[src/rtl/i2c_tgt_pkg.sv]
package i2c_tgt_pkg;
  localparam int BYTE_W = 8;
  localparam int ADDR_W = 7;
  localparam int BITCNT_W = 4;

  typedef enum logic [2:0] {
    ST_IDLE,
    ST_ADDR,
    ST_CMD,
    ST_WDATA,
    ST_GCB,
    ST_ACK,
    ST_TX,
    ST_TXACK
  } tgt_state_e;
endpackage

[src/rtl/i2c_tgt_cond.sv]
// Synchronises SCL/SDA and derives edge and bus-condition events.
module i2c_tgt_cond #(
  parameter int SYNC_STAGES = 2
) (
  input  logic clk,
  input  logic rst_n,
  input  logic scl_i,
  input  logic sda_i,
  output logic scl_s,
  output logic sda_s,
  output logic scl_rise,
  output logic scl_fall,
  output logic start_det,
  output logic stop_det
);
  localparam int MSB = SYNC_STAGES - 1;

  logic [MSB:0] scl_q;
  logic [MSB:0] sda_q;
  logic         scl_p;
  logic         sda_p;

  generate
    if (SYNC_STAGES == 1) begin : g_one
      always_ff @(posedge clk or negedge rst_n) begin
        if (!rst_n) begin
          scl_q <= '1;
          sda_q <= '1;
        end else begin
          scl_q <= scl_i;
          sda_q <= sda_i;
        end
      end
    end else begin : g_chain
      always_ff @(posedge clk or negedge rst_n) begin
        if (!rst_n) begin
          scl_q <= '1;
          sda_q <= '1;
        end else begin
          scl_q <= {scl_q[MSB-1:0], scl_i};
          sda_q <= {sda_q[MSB-1:0], sda_i};
        end
      end
    end
  endgenerate

  always_ff @(posedge clk or negedge rst_n) begin
    if (!rst_n) begin
      scl_p <= 1'b1;
      sda_p <= 1'b1;
    end else begin
      scl_p <= scl_q[MSB];
      sda_p <= sda_q[MSB];
    end
  end

  assign scl_s     = scl_q[MSB];
  assign sda_s     = sda_q[MSB];
  assign scl_rise  = scl_s & ~scl_p;
  assign scl_fall  = ~scl_s & scl_p;
  assign start_det = scl_s & scl_p & sda_p & ~sda_s;
  assign stop_det  = scl_s & scl_p & ~sda_p & sda_s;
endmodule

[src/rtl/i2c_tgt_addr_dec.sv]
// Classifies a received address byte.
module i2c_tgt_addr_dec
  import i2c_tgt_pkg::*;
#(
  parameter logic [ADDR_W-1:0] ALLCALL_ADDR = 7'h68,
  parameter logic [ADDR_W-1:0] GENCALL_ADDR = 7'h00
) (
  input  logic [BYTE_W-1:0] byte_i,
  input  logic [ADDR_W-1:0] dev_addr_i,
  output logic              hit_own,
  output logic              hit_all,
  output logic              hit_gen,
  output logic              is_read
);
  logic [ADDR_W-1:0] addr;

  assign addr    = byte_i[BYTE_W-1:1];
  assign is_read = byte_i[0];
  assign hit_own = (addr == dev_addr_i);
  assign hit_all = (addr == ALLCALL_ADDR);
  assign hit_gen = (addr == GENCALL_ADDR);
endmodule

[src/rtl/i2c_tgt_fsm.sv]
// Byte/bit protocol engine: address, command, write, read, soft reset.
module i2c_tgt_fsm
  import i2c_tgt_pkg::*;
#(
  parameter int                IDX_W      = 4,
  parameter logic [BYTE_W-1:0] RESET_BYTE = 8'h06
) (
  input  logic              clk,
  input  logic              rst_n,
  input  logic              sda_s,
  input  logic              scl_rise,
  input  logic              scl_fall,
  input  logic              start_det,
  input  logic              stop_det,
  input  logic              hit_own,
  input  logic              hit_all,
  input  logic              hit_gen,
  input  logic              is_read,
  output logic [BYTE_W-1:0] rx_byte,
  output logic              sda_drv,
  output logic [IDX_W-1:0]  ptr,
  output logic              wr_stb,
  output logic [BYTE_W-1:0] wdata,
  output logic              rd_stb,
  input  logic [BYTE_W-1:0] rdata,
  output logic              swrst
);
  localparam logic [BITCNT_W-1:0] LAST_BIT = BITCNT_W'(BYTE_W);

  tgt_state_e          state, state_n, after, after_n;
  logic [BITCNT_W-1:0] cnt, cnt_n;
  logic [BYTE_W-1:0]   sr, sr_n, tx, tx_n, wdata_n;
  logic [IDX_W-1:0]    ptr_n;
  logic                drv_n, mack, mack_n, wr_n, swrst_n;
  logic                rx_state, byte_end;

  assign rx_byte  = sr;
  assign rx_state = (state == ST_ADDR) || (state == ST_CMD) ||
                    (state == ST_WDATA) || (state == ST_GCB);
  assign byte_end = scl_fall && (cnt == LAST_BIT);

  always_comb begin
    state_n = state;
    after_n = after;
    cnt_n   = cnt;
    sr_n    = sr;
    tx_n    = tx;
    ptr_n   = ptr;
    drv_n   = sda_drv;
    mack_n  = mack;
    wdata_n = wdata;
    wr_n    = 1'b0;
    rd_stb  = 1'b0;
    swrst_n = 1'b0;
    if (stop_det) begin
      state_n = ST_IDLE;
      drv_n   = 1'b0;
    end else if (start_det) begin
      state_n = ST_ADDR;
      cnt_n   = '0;
      drv_n   = 1'b0;
    end else if (rx_state) begin
      if (scl_rise) begin
        sr_n  = {sr[BYTE_W-2:0], sda_s};
        cnt_n = cnt + 1'b1;
      end else if (byte_end) begin
        cnt_n   = '0;
        state_n = ST_IDLE;
        case (state)
          ST_ADDR: begin
            if (hit_own) begin
              drv_n = 1'b1; state_n = ST_ACK;
              after_n = is_read ? ST_TX : ST_CMD;
            end else if (hit_all && !is_read) begin
              drv_n = 1'b1; state_n = ST_ACK; after_n = ST_CMD;
            end else if (hit_gen && !is_read) begin
              drv_n = 1'b1; state_n = ST_ACK; after_n = ST_GCB;
            end
          end
          ST_CMD: begin
            ptr_n = sr[IDX_W-1:0];
            drv_n = 1'b1; state_n = ST_ACK; after_n = ST_WDATA;
          end
          ST_WDATA: begin
            wr_n = 1'b1; wdata_n = sr;
            drv_n = 1'b1; state_n = ST_ACK; after_n = ST_WDATA;
          end
          default: begin
            if (sr == RESET_BYTE) begin
              swrst_n = 1'b1; ptr_n = '0;
              drv_n = 1'b1; state_n = ST_ACK; after_n = ST_IDLE;
            end
          end
        endcase
      end
    end else begin
      case (state)
        ST_ACK: if (scl_fall) begin
          drv_n   = 1'b0;
          state_n = after;
          cnt_n   = '0;
          if (after == ST_TX) begin
            rd_stb = 1'b1; tx_n = rdata; drv_n = ~rdata[BYTE_W-1];
          end
        end
        ST_TX: begin
          if (scl_rise) cnt_n = cnt + 1'b1;
          else if (scl_fall) begin
            if (cnt == LAST_BIT) begin
              drv_n = 1'b0; state_n = ST_TXACK;
            end else begin
              tx_n  = {tx[BYTE_W-2:0], 1'b0};
              drv_n = ~tx[BYTE_W-2];
            end
          end
        end
        ST_TXACK: begin
          if (scl_rise) mack_n = ~sda_s;
          else if (scl_fall) begin
            if (mack) begin
              state_n = ST_TX; cnt_n = '0;
              rd_stb = 1'b1; tx_n = rdata; drv_n = ~rdata[BYTE_W-1];
            end else begin
              state_n = ST_IDLE;
            end
          end
        end
        default: ;
      endcase
    end
  end

  always_ff @(posedge clk or negedge rst_n) begin
    if (!rst_n) begin
      state   <= ST_IDLE;
      after   <= ST_IDLE;
      cnt     <= '0;
      sr      <= '0;
      tx      <= '0;
      ptr     <= '0;
      sda_drv <= 1'b0;
      mack    <= 1'b0;
      wdata   <= '0;
      wr_stb  <= 1'b0;
      swrst   <= 1'b0;
    end else begin
      state   <= state_n;
      after   <= after_n;
      cnt     <= cnt_n;
      sr      <= sr_n;
      tx      <= tx_n;
      ptr     <= ptr_n;
      sda_drv <= drv_n;
      mack    <= mack_n;
      wdata   <= wdata_n;
      wr_stb  <= wr_n;
      swrst   <= swrst_n;
    end
  end
endmodule

[src/rtl/i2c_tgt_ctrl.sv]
// Top: I2C register target with command pointer.
module i2c_tgt_ctrl
  import i2c_tgt_pkg::*;
#(
  parameter int                REG_COUNT    = 16,
  parameter int                SYNC_STAGES  = 2,
  parameter logic [ADDR_W-1:0] ALLCALL_ADDR = 7'h68,
  parameter logic [BYTE_W-1:0] RESET_BYTE   = 8'h06,
  localparam int               IDX_W        = $clog2(REG_COUNT)
) (
  input  logic              clk,
  input  logic              rst_n,
  input  logic              scl_i,
  input  logic              sda_i,
  output logic              sda_oe_o,
  input  logic [ADDR_W-1:0] dev_addr_i,
  output logic [IDX_W-1:0]  reg_idx_o,
  output logic              reg_wr_o,
  output logic [BYTE_W-1:0] reg_wdata_o,
  output logic              reg_rd_o,
  input  logic [BYTE_W-1:0] reg_rdata_i,
  output logic              soft_reset_o
);
  logic [1:0]        rst_q;
  logic              rst_sync_n;
  logic              scl_s, sda_s, scl_rise, scl_fall, start_det, stop_det;
  logic              hit_own, hit_all, hit_gen, is_read;
  logic [BYTE_W-1:0] rx_byte;

  always_ff @(posedge clk or negedge rst_n) begin
    if (!rst_n) rst_q <= 2'b00;
    else        rst_q <= {rst_q[0], 1'b1};
  end
  assign rst_sync_n = rst_q[1];

  i2c_tgt_cond #(.SYNC_STAGES(SYNC_STAGES)) u_cond (
    .clk(clk), .rst_n(rst_sync_n), .scl_i(scl_i), .sda_i(sda_i),
    .scl_s(scl_s), .sda_s(sda_s), .scl_rise(scl_rise), .scl_fall(scl_fall),
    .start_det(start_det), .stop_det(stop_det)
  );

  i2c_tgt_addr_dec #(.ALLCALL_ADDR(ALLCALL_ADDR)) u_dec (
    .byte_i(rx_byte), .dev_addr_i(dev_addr_i),
    .hit_own(hit_own), .hit_all(hit_all), .hit_gen(hit_gen), .is_read(is_read)
  );

  i2c_tgt_fsm #(.IDX_W(IDX_W), .RESET_BYTE(RESET_BYTE)) u_fsm (
    .clk(clk), .rst_n(rst_sync_n), .sda_s(sda_s),
    .scl_rise(scl_rise), .scl_fall(scl_fall),
    .start_det(start_det), .stop_det(stop_det),
    .hit_own(hit_own), .hit_all(hit_all), .hit_gen(hit_gen), .is_read(is_read),
    .rx_byte(rx_byte), .sda_drv(sda_oe_o), .ptr(reg_idx_o),
    .wr_stb(reg_wr_o), .wdata(reg_wdata_o),
    .rd_stb(reg_rd_o), .rdata(reg_rdata_i), .swrst(soft_reset_o)
  );
endmodule

[config.mk]
export PLATFORM = sky130hd
export DESIGN_NAME = i2c_tgt_ctrl
export DESIGN_NICKNAME = d
export VERILOG_FILES = /design/src/rtl/i2c_tgt_pkg.sv /design/src/rtl/i2c_tgt_cond.sv /design/src/rtl/i2c_tgt_addr_dec.sv /design/src/rtl/i2c_tgt_fsm.sv /design/src/rtl/i2c_tgt_ctrl.sv
export SDC_FILE = /design/constraint.sdc
export NUM_CORES = 1
export LEC_CHECK = 0
export ABC_AREA = 1
export BUFFER_PORTS_ARGS = -buffer_cell sky130_fd_sc_hd__buf_2
export CORE_MARGIN = 2
export CORE_UTILIZATION = 57
export DETAILED_ROUTE_END_ITERATION = 10
export HOLD_SLACK_MARGIN = 0.05
export PLACE_DENSITY = 0.88
export SLEW_MARGIN = 40
export SYNTH_ARGS = -nofsm -noshare
export SYNTH_HDL_FRONTEND = slang
export SYNTH_SLANG_ARGS = --single-unit
export TNS_END_PERCENT = 5
[constraint.sdc]
create_clock -name clk -period 1.9 [get_ports clk]
set_input_delay 0.38 -clock clk [delete_from_list [all_inputs] [get_ports clk]]
set_output_delay 0.38 -clock clk [all_outputs]
set_load 0.02 [all_outputs]
==> flow_summary.json <==
{
  "routed_wl_um": 5100,
  "yosysTopAreaCellShare_pct": 43.0,
  "cts_tree": "yes",
  "crit_type": "register to output pin",
  "cts_buffers": 5,
  "die_area_mm2": 0.00493,
  "nets": 381,
  "h-tree-depth": 2,
  "fill_cells": 354,
  "post_dp_cell_area_mm2": 0.00274,
  "yosysMostFrequentCell": "nand2_1",
  "synth_area_mm2": 0.00250,
  "dp_hpwl_um": 3800,
  "dieHeight_um": 70.2,
  "track_usage_pct": 22.1,
  "leakage_nw": 1.48,
  "seq_power_share_pct": 38.5,
  "grt_pass1_vias": 2018,
  "power.switching_w": 0.00177,
  "critPathMaxFanout": 4,
  "cts_setup_buffers": 0,
  "synth.top_cells.by_count": "nand2_1, dfrtp_1, inv_1",
  "post-synth-top-area-cell": "dfrtp_1",
  "p_sw_share_pct": 42.7,
  "clock.fmax_mhz": 533,
  "synthArstFlopShare_pct": 100,
  "synth_cells": 320,
  "min_period_ns": 1.88,
  "synth-edff-count": 0,
  "fin_total_pwr_w": 0.00414,
  "internal_power_w": 0.00237,
  "clock-sinks": 49,
  "hold_viol_final": 0,
  "root_buffer": "clkbuf_8",
  "yosysSeqAreaShare_pct": 49.3,
  "clkPwrFrac_pct": 18.3,
  "core-area_mm2": 0.00429,
  "clk_latency_ns": 0.31,
  "num_io_pins": 35,
  "drive_above_1_share_pct": 19.9,
  "worst_ep_required_time_ns": 1.52,
  "clock_path_buffers": 2,
  "drv_cap": 0,
  "dr.pass1.iters": 4,
  "ys.flop_type": "dfrtp_1",
  "initial_utilization_pct": 58.2,
  "fin_area_mm2": 0.00288,
  "grt.overflow.total": 0,
  "yosys_warnings": 0,
  "rsz0062_at_grt": "true",
  "ir_worst_vdd_v": 0.000812,
  "cp-start-kind": "register",
  "row_count": 24,
  "antenna_found_initial": 0,
  "viasPerCell": 5.18,
  "synthTopCellsByArea": "dfrtp_1, nand2_1, o21ai_0",
  "ant_nets": 0,
  "cp-end-kind": "output pin",
  "syn_to_final_growth_pct": 15.3,
  "combPwrFrac_pct": 43.2,
  "slew_violations": 0,
  "crit_arrival_ns": 1.50,
  "cts.reportedPaths.clkPinSlew_ns": 0.08,
  "grt_max_degree": 33,
  "diodes": 0,
  "synth_fp_nets": 341,
  "finClkSkew_ns": 0.00956,
  "wl_per_cell_um": 12.3,
  "powerDensity_mw_per_mm2": 1440,
  "gp_congestion": 0.955,
  "grt_pass1_wl_um": 8640,
  "status": "completed",
  "synth.distinct_cells": 30,
  "fin_crit_sh_pct": 98.7,
  "vias": 2140,
  "syn-mean-instance-area_um2": 7.82,
  "die_w_um": 70.2,
  "portBuffers": 34,
  "setup_viol": 0,
  "worstHoldPathType": "input pin to register",
  "ys_ff_latch": 49,
  "drt_iter0_drc": 201,
  "route.detailed.drc": 0
}
-- critical path, cell delays in order (launching register included) --
cell	delay, ns
dfrtp_1	0.44
inv_1	0.11
nand3_1	0.14
nor2_1	0.14
a21oi_1	0.06
nor2_1	0.11
buf_2	0.18
-- power groups by stage --
stage	Clock (W)	Sequential, W	Combinational [W]
after floorplan	0	0.00158	0.00136
after global placement	0	0.00159	0.00168
after detailed placement	0	0.00160	0.00173
after CTS	0.000778	0.00159	0.00175
after global routing	0.000830	0.00163	0.00204
final	0.000760	0.00159	0.00179
-- area by class of cell --
| class | count | area, um2 | area share [%] |
|---|---|---|---|
| Inverter | 42 | 158 | 5.47 |
| Clock inverter | 1 | 30.0 | 1.04 |
| Multi-Input combinational cell | 224 | 1090 | 37.9 |
| Sequential cell | 49 | 1240 | 42.9 |
| Clock buffer | 7 | 86.3 | 2.99 |
| Timing Repair Buffer | 38 | 215 | 7.46 |
| Tap cell | 52 | 65.1 | 2.26 |
-- path summary, 6_finish.rpt --
check	startpoint	to	slack, ns	depth (start not counted)
min	scl_i	u_cond.scl_q[0]	0.17	1
max in group asynchronous	rst_q[1]	u_cond.scl_p	1.16	1
min in group asynchronous	rst_q[1]	u_fsm.wdata[7]	0.18	0
min reg2reg	rst_q[1]	u_fsm.wdata[7]	0.18	0
max reg2reg	u_cond.sda_q[1]	u_fsm.state[0]	0.14	11
max	u_fsm.state[1]	reg_rd_o	0.02	6
-- state kept, by name, summed over array words and instances, names as in the netlist, 3 cells and up --
signal         cells
u_fsm.state        3
u_fsm.tx           7
u_fsm.rx_byte      8
u_fsm.wdata        8
u_fsm.after        3
u_fsm.ptr          4
u_fsm.cnt          4
-- through the flow --
stage,setup WS [ns],instances,TNS (ns),utilization [%],hold WS (ns)
2_1_floorplan,0.339,320,0,-,0.0844
3_3_place_gp,0.180,404,0,63.9,0.165
3_5_place_dp,0.114,404,0,63.9,0.169
4_1_cts,0.0120,413,0,66.8,0.158
5_1_grt,-0.0639,413,-0.0728,67.2,0.145
6_report,0.0238,413,0,67.2,0.167
-- routing by layer --
metal  vias to the layer above  part of all wire (%)  track usage [%]
met1                       983                    46             29.7
li1                       1098                     -                -
met2                        52                    47             34.3
met4                         0                   1.6             8.55
met3                         7                   4.4             5.92
met5                         -                     0                0
-- layout by cell type (no fill, tap or decap), drive strengths merged, types with 2 or more instances in the layout --
| master | count |
|---|---|
| nor3 | 9 |
| xnor2 | 3 |
| clkbuf | 7 |
| xor2 | 2 |
| nor2 | 29 |
| nand2 | 101 |
| nand3 | 13 |
| nand4 | 4 |
| a21oi | 7 |
| dfstp | 6 |
| inv | 42 |
| o211ai | 6 |
| ha | 2 |
| dfrtp | 43 |
| buf | 37 |
| o21ai | 44 |
-- kinds of logic after synthesis --
family                     synth area share [%]
AOI/OAI and AO/OA                          13.1
adders and majority gates                  1.00
and+or+nand+nor                            27.2
buffers and inverters                      7.50
xor gates and xnor gates                   1.75
DFF                                        49.3
other                                     0.150
-- what timing repair did --
action | in CTS | in global routing
gates resized for setup | 1 | 4
endpoints found under the hold margin | 2 | 0
hold buffers | 1 | 0
endpoints found under the setup margin | 1 | 14
(Power assumes the default switching activity.)
